### config.mk
export PLATFORM = sky130hd
export DESIGN_NAME = sel_clock_divider
export DESIGN_NICKNAME = d
export VERILOG_FILES = /design/src/rtl/clkdiv_pkg.sv /design/src/rtl/clkdiv_rst_sync.sv /design/src/rtl/clkdiv_en_capture.sv /design/src/rtl/clkdiv_phase_ctr.sv /design/src/rtl/clkdiv_out_stage.sv /design/src/rtl/sel_clock_divider.sv
export SDC_FILE = /design/constraint.sdc
export NUM_CORES = 1
export LEC_CHECK = 0
export BUFFER_PORTS_ARGS = -buffer_cell sky130_fd_sc_hd__buf_2
export CORE_AREA = 2 2 39 41
export CTS_CLUSTER_DIAMETER = 120
export DETAILED_ROUTE_END_ITERATION = 7
export DIE_AREA = 0 0 41 43
export PLACE_DENSITY = 0.54
export SLEW_MARGIN = 40
export SYNTH_ARGS = -nofsm -noshare
export SYNTH_HDL_FRONTEND = slang
export SYNTH_SLANG_ARGS = --single-unit
### constraint.sdc
create_clock -name clk_i -period 0.8 [get_ports clk_i]
set_clock_uncertainty 0.15 [all_clocks]
set_input_delay 0 -clock clk_i [delete_from_list [all_inputs] [get_ports clk_i]]
set_output_delay 0 -clock clk_i [all_outputs]
set_load 0.02 [all_outputs]
### src/rtl/clkdiv_pkg.sv
`timescale 1ns/1ps
package clkdiv_pkg;

  // Ratio chosen for the slower divided output.
  typedef enum logic {
    RATIO_LO = 1'b0,
    RATIO_HI = 1'b1
  } ratio_e;

endpackage

### src/rtl/clkdiv_rst_sync.sv
`timescale 1ns/1ps
// Master reset: clears at once, releases after SYNC_STAGES rising edges.
module clkdiv_rst_sync #(
  parameter int SYNC_STAGES = 2
) (
  input  logic clk_i,
  input  logic mreset_i,
  output logic rst_n_o
);

  logic [SYNC_STAGES-1:0] sync_q;
  logic [SYNC_STAGES-1:0] sync_d;

  generate
    if (SYNC_STAGES == 1) begin : g_single
      always_comb sync_d = 1'b1;
    end else begin : g_chain
      always_comb sync_d = {sync_q[SYNC_STAGES-2:0], 1'b1};
    end
  endgenerate

  always_ff @(posedge clk_i or posedge mreset_i) begin
    if (mreset_i) begin
      sync_q <= '0;
    end else begin
      sync_q <= sync_d;
    end
  end

  assign rst_n_o = sync_q[SYNC_STAGES-1];

endmodule

### src/rtl/clkdiv_en_capture.sv
`timescale 1ns/1ps
// Enable flop on the falling edge, so the divider state only starts or
// stops while the input clock is low.
module clkdiv_en_capture (
  input  logic clk_i,
  input  logic rst_n_i,
  input  logic en_n_i,
  output logic run_o
);

  logic run_q;
  logic run_d;

  always_comb run_d = ~en_n_i;

  always_ff @(negedge clk_i or negedge rst_n_i) begin
    if (!rst_n_i) begin
      run_q <= 1'b0;
    end else begin
      run_q <= run_d;
    end
  end

  assign run_o = run_q;

endmodule

### src/rtl/clkdiv_phase_ctr.sv
`timescale 1ns/1ps
// Shared position counter. Both outputs decode one position, which keeps
// them aligned. The ratio is latched only when the counter wraps.
module clkdiv_phase_ctr
  import clkdiv_pkg::*;
#(
  parameter int DIV_LO = 4,
  parameter int DIV_HI = 6,
  parameter int CW     = $clog2(DIV_HI)
) (
  input  logic          clk_i,
  input  logic          rst_n_i,
  input  logic          run_i,
  input  logic          sel_i,
  output logic [CW-1:0] pos_d_o,
  output ratio_e        mode_d_o
);

  localparam logic [CW-1:0] LAST_LO = CW'(DIV_LO - 1);
  localparam logic [CW-1:0] LAST_HI = CW'(DIV_HI - 1);

  logic [CW-1:0] pos_q;
  logic [CW-1:0] pos_d;
  logic [CW-1:0] last_pos;
  ratio_e        mode_q;
  ratio_e        mode_d;
  logic          wrap;

  always_comb begin
    last_pos = (mode_q == RATIO_HI) ? LAST_HI : LAST_LO;
    wrap     = (pos_q >= last_pos);
    pos_d    = pos_q;
    mode_d   = mode_q;
    if (run_i) begin
      if (wrap) begin
        pos_d  = '0;
        mode_d = ratio_e'(sel_i);
      end else begin
        pos_d  = pos_q + 1'b1;
      end
    end
  end

  // Reset to the final position so the first enabled edge wraps to zero.
  always_ff @(posedge clk_i or negedge rst_n_i) begin
    if (!rst_n_i) begin
      pos_q  <= LAST_HI;
      mode_q <= RATIO_LO;
    end else if (run_i) begin
      pos_q  <= pos_d;
      mode_q <= mode_d;
    end
  end

  assign pos_d_o  = pos_d;
  assign mode_d_o = mode_d;

  AST_MODE_ONLY_AT_WRAP: assert property (@(posedge clk_i) disable iff (!rst_n_i)
    (mode_q != $past(mode_q)) |-> (pos_q == '0));

  AST_IDLE_POS_FROZEN: assert property (@(posedge clk_i) disable iff (!rst_n_i)
    (!run_i && !$past(run_i)) |-> (pos_q == $past(pos_q)));

endmodule

### src/rtl/clkdiv_out_stage.sv
`timescale 1ns/1ps
// Output registers. They decode the next position, and the phase pulse
// comes from the actual rise of both registered outputs.
module clkdiv_out_stage
  import clkdiv_pkg::*;
#(
  parameter int DIV_LO = 4,
  parameter int DIV_HI = 6,
  parameter int CW     = $clog2(DIV_HI)
) (
  input  logic          clk_i,
  input  logic          rst_n_i,
  input  logic          run_i,
  input  logic [CW-1:0] pos_d_i,
  input  ratio_e        mode_d_i,
  output logic          div2_o,
  output logic          divsel_o,
  output logic          phase_o
);

  localparam logic [CW-1:0] HALF_LO = CW'(DIV_LO / 2);
  localparam logic [CW-1:0] HALF_HI = CW'(DIV_HI / 2);

  logic [CW-1:0] half_pos;
  logic          d2_q, d2_d;
  logic          ds_q, ds_d;
  logic          ph_q, ph_d;
  logic          live_q, live_d;

  always_comb begin
    half_pos = (mode_d_i == RATIO_HI) ? HALF_HI : HALF_LO;
    d2_d     = run_i & ~pos_d_i[0];
    ds_d     = run_i & (pos_d_i < half_pos);
    ph_d     = d2_d & ~d2_q & ds_d & ~ds_q;
    live_d   = run_i;
  end

  always_ff @(posedge clk_i or negedge rst_n_i) begin
    if (!rst_n_i) begin
      d2_q   <= 1'b0;
      ds_q   <= 1'b0;
      ph_q   <= 1'b0;
      live_q <= 1'b0;
    end else begin
      d2_q   <= d2_d;
      ds_q   <= ds_d;
      ph_q   <= ph_d;
      live_q <= live_d;
    end
  end

  assign div2_o   = d2_q;
  assign divsel_o = ds_q;
  assign phase_o  = ph_q;

  AST_DIV2_TOGGLES: assert property (@(posedge clk_i) disable iff (!rst_n_i)
    (run_i && live_q) |=> (div2_o != $past(div2_o)));

  AST_SLOW_RISE_ALIGNED: assert property (@(posedge clk_i) disable iff (!rst_n_i)
    (run_i && live_q) |=> (!$rose(divsel_o) || $rose(div2_o)));

  AST_PHASE_ON_COMMON_RISE: assert property (@(posedge clk_i) disable iff (!rst_n_i)
    phase_o |-> (div2_o && divsel_o && !$past(div2_o) && !$past(divsel_o)));

  AST_PHASE_SINGLE_CYCLE: assert property (@(posedge clk_i) disable iff (!rst_n_i)
    phase_o |=> !phase_o);

  AST_IDLE_OUTPUTS_LOW: assert property (@(posedge clk_i) disable iff (!rst_n_i)
    !run_i |=> (!div2_o && !divsel_o && !phase_o));

endmodule

### src/rtl/sel_clock_divider.sv
`timescale 1ns/1ps
module sel_clock_divider
  import clkdiv_pkg::*;
#(
  parameter int DIV_LO      = 4,
  parameter int DIV_HI      = 6,
  parameter int SYNC_STAGES = 2
) (
  input  logic clk_i,
  input  logic mreset_i,
  input  logic en_n_i,
  input  logic sel6_i,
  output logic div2_o,
  output logic div46_o,
  output logic phase_o
);

  localparam int CW = $clog2(DIV_HI);

  logic          rst_n;
  logic          run;
  logic [CW-1:0] pos_d;
  ratio_e        mode_d;

  clkdiv_rst_sync #(
    .SYNC_STAGES(SYNC_STAGES)
  ) u_rst_sync (
    .clk_i    (clk_i),
    .mreset_i (mreset_i),
    .rst_n_o  (rst_n)
  );

  clkdiv_en_capture u_en_capture (
    .clk_i   (clk_i),
    .rst_n_i (rst_n),
    .en_n_i  (en_n_i),
    .run_o   (run)
  );

  clkdiv_phase_ctr #(
    .DIV_LO (DIV_LO),
    .DIV_HI (DIV_HI),
    .CW     (CW)
  ) u_phase_ctr (
    .clk_i    (clk_i),
    .rst_n_i  (rst_n),
    .run_i    (run),
    .sel_i    (sel6_i),
    .pos_d_o  (pos_d),
    .mode_d_o (mode_d)
  );

  clkdiv_out_stage #(
    .DIV_LO (DIV_LO),
    .DIV_HI (DIV_HI),
    .CW     (CW)
  ) u_out_stage (
    .clk_i    (clk_i),
    .rst_n_i  (rst_n),
    .run_i    (run),
    .pos_d_i  (pos_d),
    .mode_d_i (mode_d),
    .div2_o   (div2_o),
    .divsel_o (div46_o),
    .phase_o  (phase_o)
  );

  AST_RESET_FORCES_LOW: assert property (@(posedge clk_i)
    mreset_i |-> (!div2_o && !div46_o && !phase_o));

endmodule

; After elaboration in Yosys (flattened, before gate mapping)
; Cells that the tools add are included.
[op_classes]
addsub = 1
order_cmp = 2
mux = 6
n_bitwise = 9
[op_table]
columns = operator, count
row1 = $mux 3, 3
row2 = $and 1x1->1, 5
row3 = $not 1->1, 4
row4 = $add 3x1->3 const B, 1
row5 = $ge 3x3->1, 1
row6 = $lt 3x3->1, 1
row7 = $mux 1, 3
[totals]
reg_bits = 10
inputBits = 4
output_inout_bits = 3
elab_cells = 25

; Logic depth before layout (Yosys ltp)
[depth]
depth_word = 9
mapped_depth = 5
ltp_nobuf = 5

; By module
; Synthesis repeated with hierarchy kept, for this count alone.
[hier_totals]
hier_cells = 43
area_unflattened_um2 = 506.7
[by_module_without_submodules]
columns = module, n_inst, cells_each, area_each_um2, seq_area_each_um2
row1 = clkdiv_phase_ctr, 1, 27, 294.0, 102.6
row2 = clkdiv_out_stage, 1, 10, 126.4, 75.1
row3 = clkdiv_rst_sync, 1, 4, 57.6, 50.0
row4 = clkdiv_en_capture, 1, 2, 28.8, 25.0

==> results.json <==
{
  "status": "finished, violations left",
  "violations": "hold timing, setup timing",
  "avgSynthCellArea_sq_um": 12.2,
  "cts_htree_levels": 1,
  "yosys.area.top_type": "dfrtp_1",
  "hpwl_microns": 740,
  "path_max_fanout": 2,
  "synthArstFlopShare_pct": 100,
  "synth_area_sq_um": 463,
  "clock_latency_ns": 0.27,
  "yosysMostFrequentCell": "dfrtp_1",
  "gp_congestion": 0.773,
  "via_per_inst": 4.78,
  "wl_per_cell_microns": 12.3,
  "met2_length_microns": 511,
  "worstHoldPathCells": 2,
  "fp.dieH_microns": 43,
  "rows": 14,
  "synth-seq-cells": 10,
  "drc": 0,
  "worstPathArrival_ns": 1.74,
  "ys_types": 20,
  "num_antenna_cells": 0,
  "clock-sinks": 10,
  "p_leak_uw": 0.000371,
  "tritoncts": "built",
  "cts_made_buffers": 3,
  "antenna_found_initial": 0,
  "final_cells": 76,
  "fin_crit_ns": 1.74,
  "top_layer_used": "met4",
  "ant_nets": 0,
  "crit_required_ns": 0.80,
  "yosysWarnings": 0,
  "hold_start": "sel6_i",
  "synthFlopType": "dfrtp_1",
  "hold_viol": 3,
  "synth_nets": 45,
  "place_inst": 67,
  "start_kind": "flop",
  "cts_root_buf": "clkbuf_4",
  "slowest_stage": "dfrtp_1",
  "synth_area_leaders": "dfrtp_1 38%, dfstp_2 11%, ha_1 8.1%",
  "numPortBuffers": 6,
  "ios": 7,
  "start_util_pct": 33.5,
  "wl_met3_microns": 38,
  "clockBufferDepth": 2,
  "dr_total_vias": 363,
  "finalSetupViolCount": 10,
  "core_area_sq_um": 1380,
  "max_freq_mhz": 576,
  "holdWs_ns": -0.192,
  "worstSetupEndpointType": "flop",
  "reg2reg_to": "u_phase_ctr.mode_q",
  "yosys-top-cells-count": "7 x dfrtp_1, 4 x inv_1, 3 x ha_1, 3 x nor2_1",
  "holdBufCountCts": 1,
  "drt_first_pass_iters": 4,
  "crit_type": "flop to flop",
  "synth.yosys.seq_area_share_pct": 54.6,
  "grt_pass1_vias": 365,
  "fillerInstances": 129,
  "hold_path_class": "primary input to flop",
  "reg2reg_slack_ns": -0.94,
  "rr_worst_depth": 4,
  "dieArea_sq_um": 1760,
  "m1WireLength_microns": 375,
  "grt_max_degree": 8,
  "final_util_pct": 50.1,
  "rsz0062_at_grt": "true",
  "hold_path_end": "u_phase_ctr.mode_q",
  "path_clk_slew_ns": 0.07,
  "max-vdd-ir-drop_uv": 1570,
  "grt_usage_pct": 14.4,
  "period_share_pct": 217,
  "fp.dieW_microns": 41,
  "synthCells": 38,
  "area_growth_pct": 49.7,
  "power_density_nw_per_um2": 4210,
  "nNetsFinal": 68,
  "fin_ws_ns": -0.937,
  "synth_top_area_share_pct": 37.8,
  "totalWireLength_microns": 937,
  "max_stage_delay_ns": 0.40,
  "cap_viol_max_count": 0,
  "drv_slew": 0,
  "r2r_start": "u_phase_ctr.pos_q[1]",
  "drt-initial-drc-count": 1,
  "synth-edff-count": 0,
  "drive_above_1_share_pct": 48.3,
  "globalRouteOverflowTotal": 0,
  "path_cells": "ha_1, a211o_1, o211ai_1, mux2_1",
  "grt_first_pass_wirelength_microns": 1630
}
==> worst max-delay path: cells and delay by family (launching register included) <==
kind | cells | cell delay, ns
AO/OA/AOI/OAI | 2 | 0.41
adder cells (fa/ha/maj) | 1 | 0.30
flip-flops | 1 | 0.40
multiplexers | 1 | 0.36
==> metrics by stage <==
step	cell area (sq um)	total power (uW)	setup TNS, ns	hold WS, ns	setup WS [ns]
3_3_place_gp	582	2060	-5.18	-0.305	-0.842
4_1_cts	639	2650	-5.80	-0.195	-0.936
6_report	693	2920	-5.87	-0.192	-0.937
5_1_grt	693	3130	-6.31	-0.195	-0.995
2_1_floorplan	483	1670	-4.68	-0.409	-0.826
3_5_place_dp	582	2140	-5.28	-0.294	-0.914
==> placed cells by master, fill, tap and decap left out, types with 2 or more instances in the layout <==
cell,instances
a211o_1,2
buf_2,3
buf_4,12
buf_6,3
clkbuf_4,3
dfrtp_1,7
dfstp_2,2
ha_4,2
inv_1,4
mux2i_1,2
nor2_1,3
o211a_1,2
==> what timing repair did <==
item,CTS,global route
gates resized for setup,7,5
pin swaps,0,3
setup endpoints to repair,10,10
setup buffers,0,4
endpoints found under the hold margin,3,3
gates cloned,0,0
==> flip-flops by register name, indices dropped and copies added, names as in the netlist <==
name	cells
u_phase_ctr.pos_q	3
u_rst_sync.sync_q	2
u_en_capture.run_o	1
u_out_stage.div2_o	1
u_out_stage.divsel_o	1
u_out_stage.phase_o	1
u_phase_ctr.mode_q	1
==> final cells by class <==
class | count | area, sq um | share of cell area (%)
flip-flops and latches | 10 | 253 | 36.5
multi-input cells | 23 | 230 | 33.2
repair buffers | 19 | 149 | 21.5
clock buffers | 4 | 26.3 | 3.79
well taps | 16 | 20.0 | 2.89
inverters | 4 | 15.0 | 2.17
==> how the worst max path moves through the flow <==
stage,startpoint,to,slack (ns),cells past startpoint
after floorplan,u_phase_ctr.mode_q,u_phase_ctr.mode_q,-0.83,4
after global placement,u_phase_ctr.pos_q[1],u_phase_ctr.mode_q,-0.84,4
after detailed placement,u_phase_ctr.pos_q[1],u_phase_ctr.mode_q,-0.91,4
after CTS,u_phase_ctr.pos_q[1],u_phase_ctr.mode_q,-0.94,4
after global routing,u_phase_ctr.pos_q[1],u_phase_ctr.mode_q,-0.99,4
final,u_phase_ctr.pos_q[1],u_phase_ctr.mode_q,-0.94,4
==> cells by family after synthesis <==
group                      after synthesis  share of synthesized area, %
AOI/OAI and AO/OA                        8                          14.3
xor gates and xnor gates                 2                          3.78
adders and majority gates                3                          8.11
buffers and inverters                    5                          5.67
DFF                                     10                          54.6
muxes                                    3                          6.76
other                                    1                         0.810
and+or+nand+nor                          6                          5.95
==> per-layer routing <==
| metal | vias to the layer above | global-route usage [%] |
|---|---|---|
| met5 | - | 0 |
| met4 | 0 | 6.00 |
| met3 | 2 | 6.28 |
| met2 | 11 | 22.8 |
| met1 | 178 | 15.9 |
| li1 | 172 | - |
==> report_power, final <==
part / total (uW) / leakage, uW / internal (uW) / switching [uW]
registers: 845 / 0.000119 / 715 / 130
clock network: 376 / 0.0000150 / 193 / 183
logic: 1700 / 0.000237 / 978 / 719
total: 2920 / 0.000371 / 1890 / 1030
No activity file was read; power rests on OpenSTA's default activity.
